$ cat src/rtl/keyev_pkg.sv
package keyev_pkg;
   typedef enum logic [1:0] {
      OP_IDLE = 2'b00,
      OP_PUSH = 2'b01,
      OP_POP  = 2'b10,
      OP_BOTH = 2'b11
   } keyev_op_e;
endpackage

$ cat src/rtl/keyev_ctrl.sv
module keyev_ctrl #(
   parameter int DEPTH = 10,
   localparam int CNT_W = $clog2(DEPTH + 1)
) (
   input  logic             clk,
   input  logic             rst_n,
   input  logic             push_i,
   input  logic             rd_i,
   output logic             accept_o,
   output logic             rd_eff_o,
   output logic             drop_o,
   output logic [CNT_W-1:0] wr_idx_o,
   output logic [CNT_W-1:0] count_o
);
   import keyev_pkg::*;

   localparam logic [CNT_W-1:0] FULL_CNT = CNT_W'(DEPTH);

   logic [CNT_W-1:0] count_q;
   logic             full;
   logic             empty;
   keyev_op_e        op;

   assign full     = (count_q == FULL_CNT);
   assign empty    = (count_q == '0);
   assign rd_eff_o = rd_i && !empty;
   assign accept_o = push_i && (!full || rd_eff_o);
   assign drop_o   = push_i && !accept_o;
   assign wr_idx_o = count_q - CNT_W'(rd_eff_o);
   assign op       = keyev_op_e'({rd_eff_o, accept_o});

   always_ff @(posedge clk or negedge rst_n) begin
      if (!rst_n) begin
         count_q <= '0;
      end else begin
         unique case (op)
            OP_PUSH: count_q <= count_q + CNT_W'(1);
            OP_POP:  count_q <= count_q - CNT_W'(1);
            default: count_q <= count_q;
         endcase
      end
   end

   assign count_o = count_q;
endmodule

$ cat src/rtl/keyev_slots.sv
module keyev_slots #(
   parameter int DEPTH = 10,
   parameter int WORD_W = 8,
   localparam int CNT_W = $clog2(DEPTH + 1)
) (
   input  logic              clk,
   input  logic              rst_n,
   input  logic              accept_i,
   input  logic              rd_eff_i,
   input  logic [CNT_W-1:0]  wr_idx_i,
   input  logic [WORD_W-1:0] word_i,
   output logic [WORD_W-1:0] head_o
);
   logic [WORD_W-1:0] slot_q [DEPTH];

   for (genvar i = 0; i < DEPTH; i++) begin : g_slot
      logic [WORD_W-1:0] above;
      logic [WORD_W-1:0] shifted;
      logic              hit;

      if (i == DEPTH - 1) begin : g_top
         assign above = '0;
      end else begin : g_mid
         assign above = slot_q[i+1];
      end

      assign shifted = rd_eff_i ? above : slot_q[i];
      assign hit     = accept_i && (wr_idx_i == CNT_W'(i));

      always_ff @(posedge clk or negedge rst_n) begin
         if (!rst_n) begin
            slot_q[i] <= '0;
         end else begin
            slot_q[i] <= hit ? word_i : shifted;
         end
      end
   end

   assign head_o = slot_q[0];
endmodule

$ cat src/rtl/keyev_flags.sv
module keyev_flags #(
   parameter int DEPTH = 10,
   localparam int CNT_W = $clog2(DEPTH + 1)
) (
   input  logic             clk,
   input  logic             rst_n,
   input  logic             accept_i,
   input  logic             drop_i,
   input  logic [CNT_W-1:0] count_i,
   input  logic             evt_clr_i,
   input  logic             ovf_clr_i,
   output logic             evt_flag_o,
   output logic             ovf_flag_o,
   output logic             int_n_o
);
   logic evt_q;
   logic ovf_q;
   logic evt_clr_ok;

   assign evt_clr_ok = evt_clr_i && (count_i == '0);

   always_ff @(posedge clk or negedge rst_n) begin
      if (!rst_n) begin
         evt_q <= 1'b0;
         ovf_q <= 1'b0;
      end else begin
         if (accept_i) begin
            evt_q <= 1'b1;
         end else if (evt_clr_ok) begin
            evt_q <= 1'b0;
         end
         if (drop_i) begin
            ovf_q <= 1'b1;
         end else if (ovf_clr_i) begin
            ovf_q <= 1'b0;
         end
      end
   end

   assign evt_flag_o = evt_q;
   assign ovf_flag_o = ovf_q;
   assign int_n_o    = ~evt_q;
endmodule

$ cat src/rtl/keyev_queue.sv
module keyev_queue #(
   parameter int DEPTH = 10,
   parameter int CODE_W = 7,
   localparam int WORD_W = CODE_W + 1,
   localparam int CNT_W = $clog2(DEPTH + 1)
) (
   input  logic              clk,
   input  logic              rst_n,
   input  logic              push_i,
   input  logic              press_i,
   input  logic [CODE_W-1:0] code_i,
   input  logic              rd_i,
   input  logic              evt_clr_i,
   input  logic              ovf_clr_i,
   output logic [WORD_W-1:0] head_o,
   output logic [CNT_W-1:0]  count_o,
   output logic              evt_flag_o,
   output logic              ovf_flag_o,
   output logic              int_n_o
);
   if (DEPTH < 2) begin : g_bad_depth
      $error("keyev_queue: DEPTH must be at least 2");
   end
   if (CODE_W < 1) begin : g_bad_code
      $error("keyev_queue: CODE_W must be at least 1");
   end

   logic             accept;
   logic             rd_eff;
   logic             drop;
   logic [CNT_W-1:0] wr_idx;
   logic [CNT_W-1:0] count;

   keyev_ctrl #(.DEPTH(DEPTH)) u_ctrl (
      .clk      (clk),
      .rst_n    (rst_n),
      .push_i   (push_i),
      .rd_i     (rd_i),
      .accept_o (accept),
      .rd_eff_o (rd_eff),
      .drop_o   (drop),
      .wr_idx_o (wr_idx),
      .count_o  (count)
   );

   keyev_slots #(.DEPTH(DEPTH), .WORD_W(WORD_W)) u_slots (
      .clk      (clk),
      .rst_n    (rst_n),
      .accept_i (accept),
      .rd_eff_i (rd_eff),
      .wr_idx_i (wr_idx),
      .word_i   ({press_i, code_i}),
      .head_o   (head_o)
   );

   keyev_flags #(.DEPTH(DEPTH)) u_flags (
      .clk        (clk),
      .rst_n      (rst_n),
      .accept_i   (accept),
      .drop_i     (drop),
      .count_i    (count),
      .evt_clr_i  (evt_clr_i),
      .ovf_clr_i  (ovf_clr_i),
      .evt_flag_o (evt_flag_o),
      .ovf_flag_o (ovf_flag_o),
      .int_n_o    (int_n_o)
   );

   assign count_o = count;
endmodule

$ cat config.mk
export PLATFORM = sky130hd
export DESIGN_NAME = keyev_queue
export DESIGN_NICKNAME = d
export VERILOG_FILES = /design/src/rtl/keyev_pkg.sv /design/src/rtl/keyev_ctrl.sv /design/src/rtl/keyev_slots.sv /design/src/rtl/keyev_flags.sv /design/src/rtl/keyev_queue.sv
export SDC_FILE = /design/constraint.sdc
export NUM_CORES = 1
export LEC_CHECK = 0
export ABC_AREA = 1
export BUFFER_PORTS_ARGS = -buffer_cell sky130_fd_sc_hd__clkbuf_2
export CORE_ASPECT_RATIO = 0.6
export CORE_MARGIN = 3
export CORE_UTILIZATION = 61
export DETAILED_ROUTE_END_ITERATION = 6
export PLACE_DENSITY_LB_ADDON = 0.05
export SETUP_SLACK_MARGIN = 0.1
export SKIP_CTS_REPAIR_TIMING = 1
export SLEW_MARGIN = 20
export SYNTH_ARGS = -nofsm -noshare
export SYNTH_HDL_FRONTEND = slang
export SYNTH_SLANG_ARGS = --single-unit
$ cat constraint.sdc
create_clock -name clk -period 3.9 [get_ports clk]
set_clock_uncertainty 0.05 [all_clocks]
set_input_delay 0.585 -clock clk [delete_from_list [all_inputs] [get_ports clk]]
set_output_delay 0.585 -clock clk [all_outputs]
set_load 0.02 [all_outputs]
==> impl_metrics.ini <==
[yosys]
ys_seq_area_share_pct = 43.2
synth_edf_count = 0
synth_fp_nets = 701
synthTopCellsByArea = dfrtp_1 (43%), nand2_1 (24%), nand3_1 (15%), buf_6 (2.0%), nand2_4 (1.8%)
synth_most_common_cell = nand2_1
synth-main-ff-cell = dfrtp_1
synth_area_um2 = 4980
synth.largest_area_cell = dfrtp_1
ys_seq_elements = 86
yosysUniqueCellTypes = 25
synth_commonest_cells = nand2_1 (321), nand3_1 (148), dfrtp_1 (86)
synth_cells = 682
postSynth.asyncResetShare_pct = 100
yosys_warnings = 0
yosysTopAreaCellShare_pct = 43.2
syn_area_per_cell_um2 = 7.30

[sta]
drv_slew = 0
slew_headroom_pct = 37.5
worst_slew_pin_slew_ps = 937
fmaxAchievable_mhz = 375
rsz0062_at_grt = false
fin_setup_tns_ps = 0
min_period_over_period_pct = 68.3
fin_ws_ps = 1240
finalCriticalPeriod_ps = 2660
setup_viol = 0
hold_viol = 0

[cts]
clock_sinks = 86
clk-insertion-delay-late_ps = 340
clock_path_buffers = 2
cts_tree = yes
cts-root-buf = clkbuf_16
path_clk_slew_ps = 60
cts_made_buffers = 9
htreeDepth = 3

[global_routing]
grt_pass1_vias = 4105
grt_max_degree = 91
gr-usage-all-layers_pct = 27.0
antenna_found_initial = 0
grt_pass1_wl_mm = 20.3
grt_use_met2_pct = 36.9
overflow = 0
gr-usage-met3_pct = 6.97
grt.busiest_layer = met1
grt.met1_usage_pct = 41.6

[setup_path]
slowest_stage = dfrtp_1
end_kind = flip-flop
reg2regPathDepth = 12
critical_path_buf_inv_count = 1
arrival_ps = 2890
rr_endpoint = u_slots.g_slot[6].above[4]
cp.required_ps = 4130
timing.rr.start = u_ctrl.count_o[2]
cpPeakStageDelay_ps = 470
cp_cell_sequence = nor2_2 -> nand2_1 -> nand2_2 -> inv_2 -> ha_1 -> ha_1 -> or2_2 -> nor2_4 -> nand2_4 -> nand2_1 -> nand2_1 -> nand2_1
cp_top_family = simple AND/OR/NAND/NOR gates
worst_path_most_repeated_cell = nand2_1
crit_fanout = 16
rrSetupSlack_ps = 1240
startpoint_type = flip-flop
crit_type = flip-flop to flip-flop

[die]
io-pin-count = 29
die_x_um = 123
dieArea_um2 = 9320
initial_core_util_pct = 65.6
fp-row-count = 24
core_um2 = 7600
die_h_um = 76.0

[drt]
postRouteAntennaNets = 0
dr.pass1.iters = 5
num_vias = 4451
wl_per_cell_um = 14.6
routed_wl_mm = 11.7
drt-initial-drc-count = 592
drc = 0
post_drt_via_cell_ratio = 5.56

[finish]
fill_cells = 638
area_growth_syn_to_layout_pct = 6.88
final_core_util_pct = 70.1
drive_gt1_share_pct = 11.2
n_antenna_cell = 0
nets = 710

[min_path]
min_path_type = input port to asynchronous set/reset pin

[place]
gp_congestion = 0.861
dp_hpwl_mm = 7.58
dp_slack_ps = 1270
port_buffers = 28

[run]
cap_violations = 0

[run_status]
outcome = finished clean

[power_and_ir_drop]
p_leak_nw = 2.97
ir_worst_vdd_uv = 397
p_per_area_nw_per_um2 = 743
power_mw = 3.96
==> final cells by class <==
cell class	instances	area [um2]	share of cell area (%)
clock buffer	9	225	4.23
clock inverter	7	41.3	0.776
timing repair buffer	32	185	3.48
sequential	86	2150	40.4
multi-input combinational	532	2480	46.5
inverter	30	113	2.12
tap	104	130	2.44
==> where the power goes <==
group | switching [mW] | internal, mW | total [mW]
clock network | 0.361 | 0.427 | 0.788
logic | 1.19 | 0.535 | 1.73
registers | 0.213 | 1.23 | 1.44
total | 1.76 | 2.19 | 3.96
==> stage by stage <==
stage / instances / hold WS [ps] / instance area [um2]
2_1_floorplan: 682 / 239 / 4980
3_3_place_gp: 784 / 434 / 5060
3_5_place_dp: 784 / 440 / 5060
4_1_cts: 800 / 324 / 5320
5_1_grt: 800 / 341 / 5320
6_report: 800 / 289 / 5320
==> registers in the layout, summed over array words and instances (netlist names) <==
name                  flops
u_ctrl.count_o            4
u_flags.evt_flag_o        1
u_flags.ovf_flag_o        1
u_slots.g_slot.above     72
u_slots.head_o            8
==> worst max-delay path by stage <==
stage / from / endpoint / slack, ps / cells past startpoint
6_report: u_ctrl.count_o[2] / u_slots.g_slot[6].above[4] / 1240 / 12
2_1_floorplan: u_ctrl.count_o[2] / u_slots.g_slot[2].above[0] / 1130 / 14
5_1_grt: u_ctrl.count_o[2] / u_slots.g_slot[7].above[7] / 1030 / 13
3_5_place_dp: u_ctrl.count_o[2] / u_ctrl.count_o[2] / 1270 / 11
3_3_place_gp: u_ctrl.count_o[2] / u_slots.g_slot[7].above[1] / 1320 / 9
4_1_cts: u_ctrl.count_o[2] / u_ctrl.count_o[2] / 1240 / 11
==> worst register-to-register path, cell delays in order, from the launching register on <==
cell and delay, ps:
dfrtp_1 470, nor2_2 200, nand2_1 100, nand2_2 90, inv_2 40, ha_1 210
ha_1 320, or2_2 340, nor2_4 300, nand2_4 210, nand2_1 140, nand2_1 70
nand2_1 50
==> cells by family (layout without fill, tap and decap cells) <==
kind of cell             after synthesis  after routing  share of synthesized area (%)
AND/OR/NAND/NOR                      509            509                           45.6
flip-flops                            86             86                           43.2
buffers and inverters                 64             78                           7.26
AO/OA/AOI/OAI                         14             14                           1.93
adder cells (fa/ha/maj)                5              5                           1.26
XOR/XNOR                               4              4                          0.703
==> layout by cell type (no fill, tap or decap), types with 3 or more instances in the layout <==
cell,n
buf_4,4
nor2_1,13
nand2_1,320
dfrtp_1,86
nor2_4,8
o21ai_0,4
inv_2,3
nand2_2,3
clkbuf_16,9
clkbuf_2,27
clkinv_2,5
nand2_4,8
nand3_1,148
inv_1,19
ha_1,5
xor2_1,3
clkinv_1,8
o21bai_1,8
==> per-layer routing <==
| metal | share of wire [%] | routed length [um] |
|---|---|---|
| met1 | 49 | 5700 |
| met2 | 41 | 4850 |
| met3 | 8.3 | 967 |
| met4 | 1.6 | 186 |
| met5 | 0 | 0 |
(Power assumes the default switching activity.)
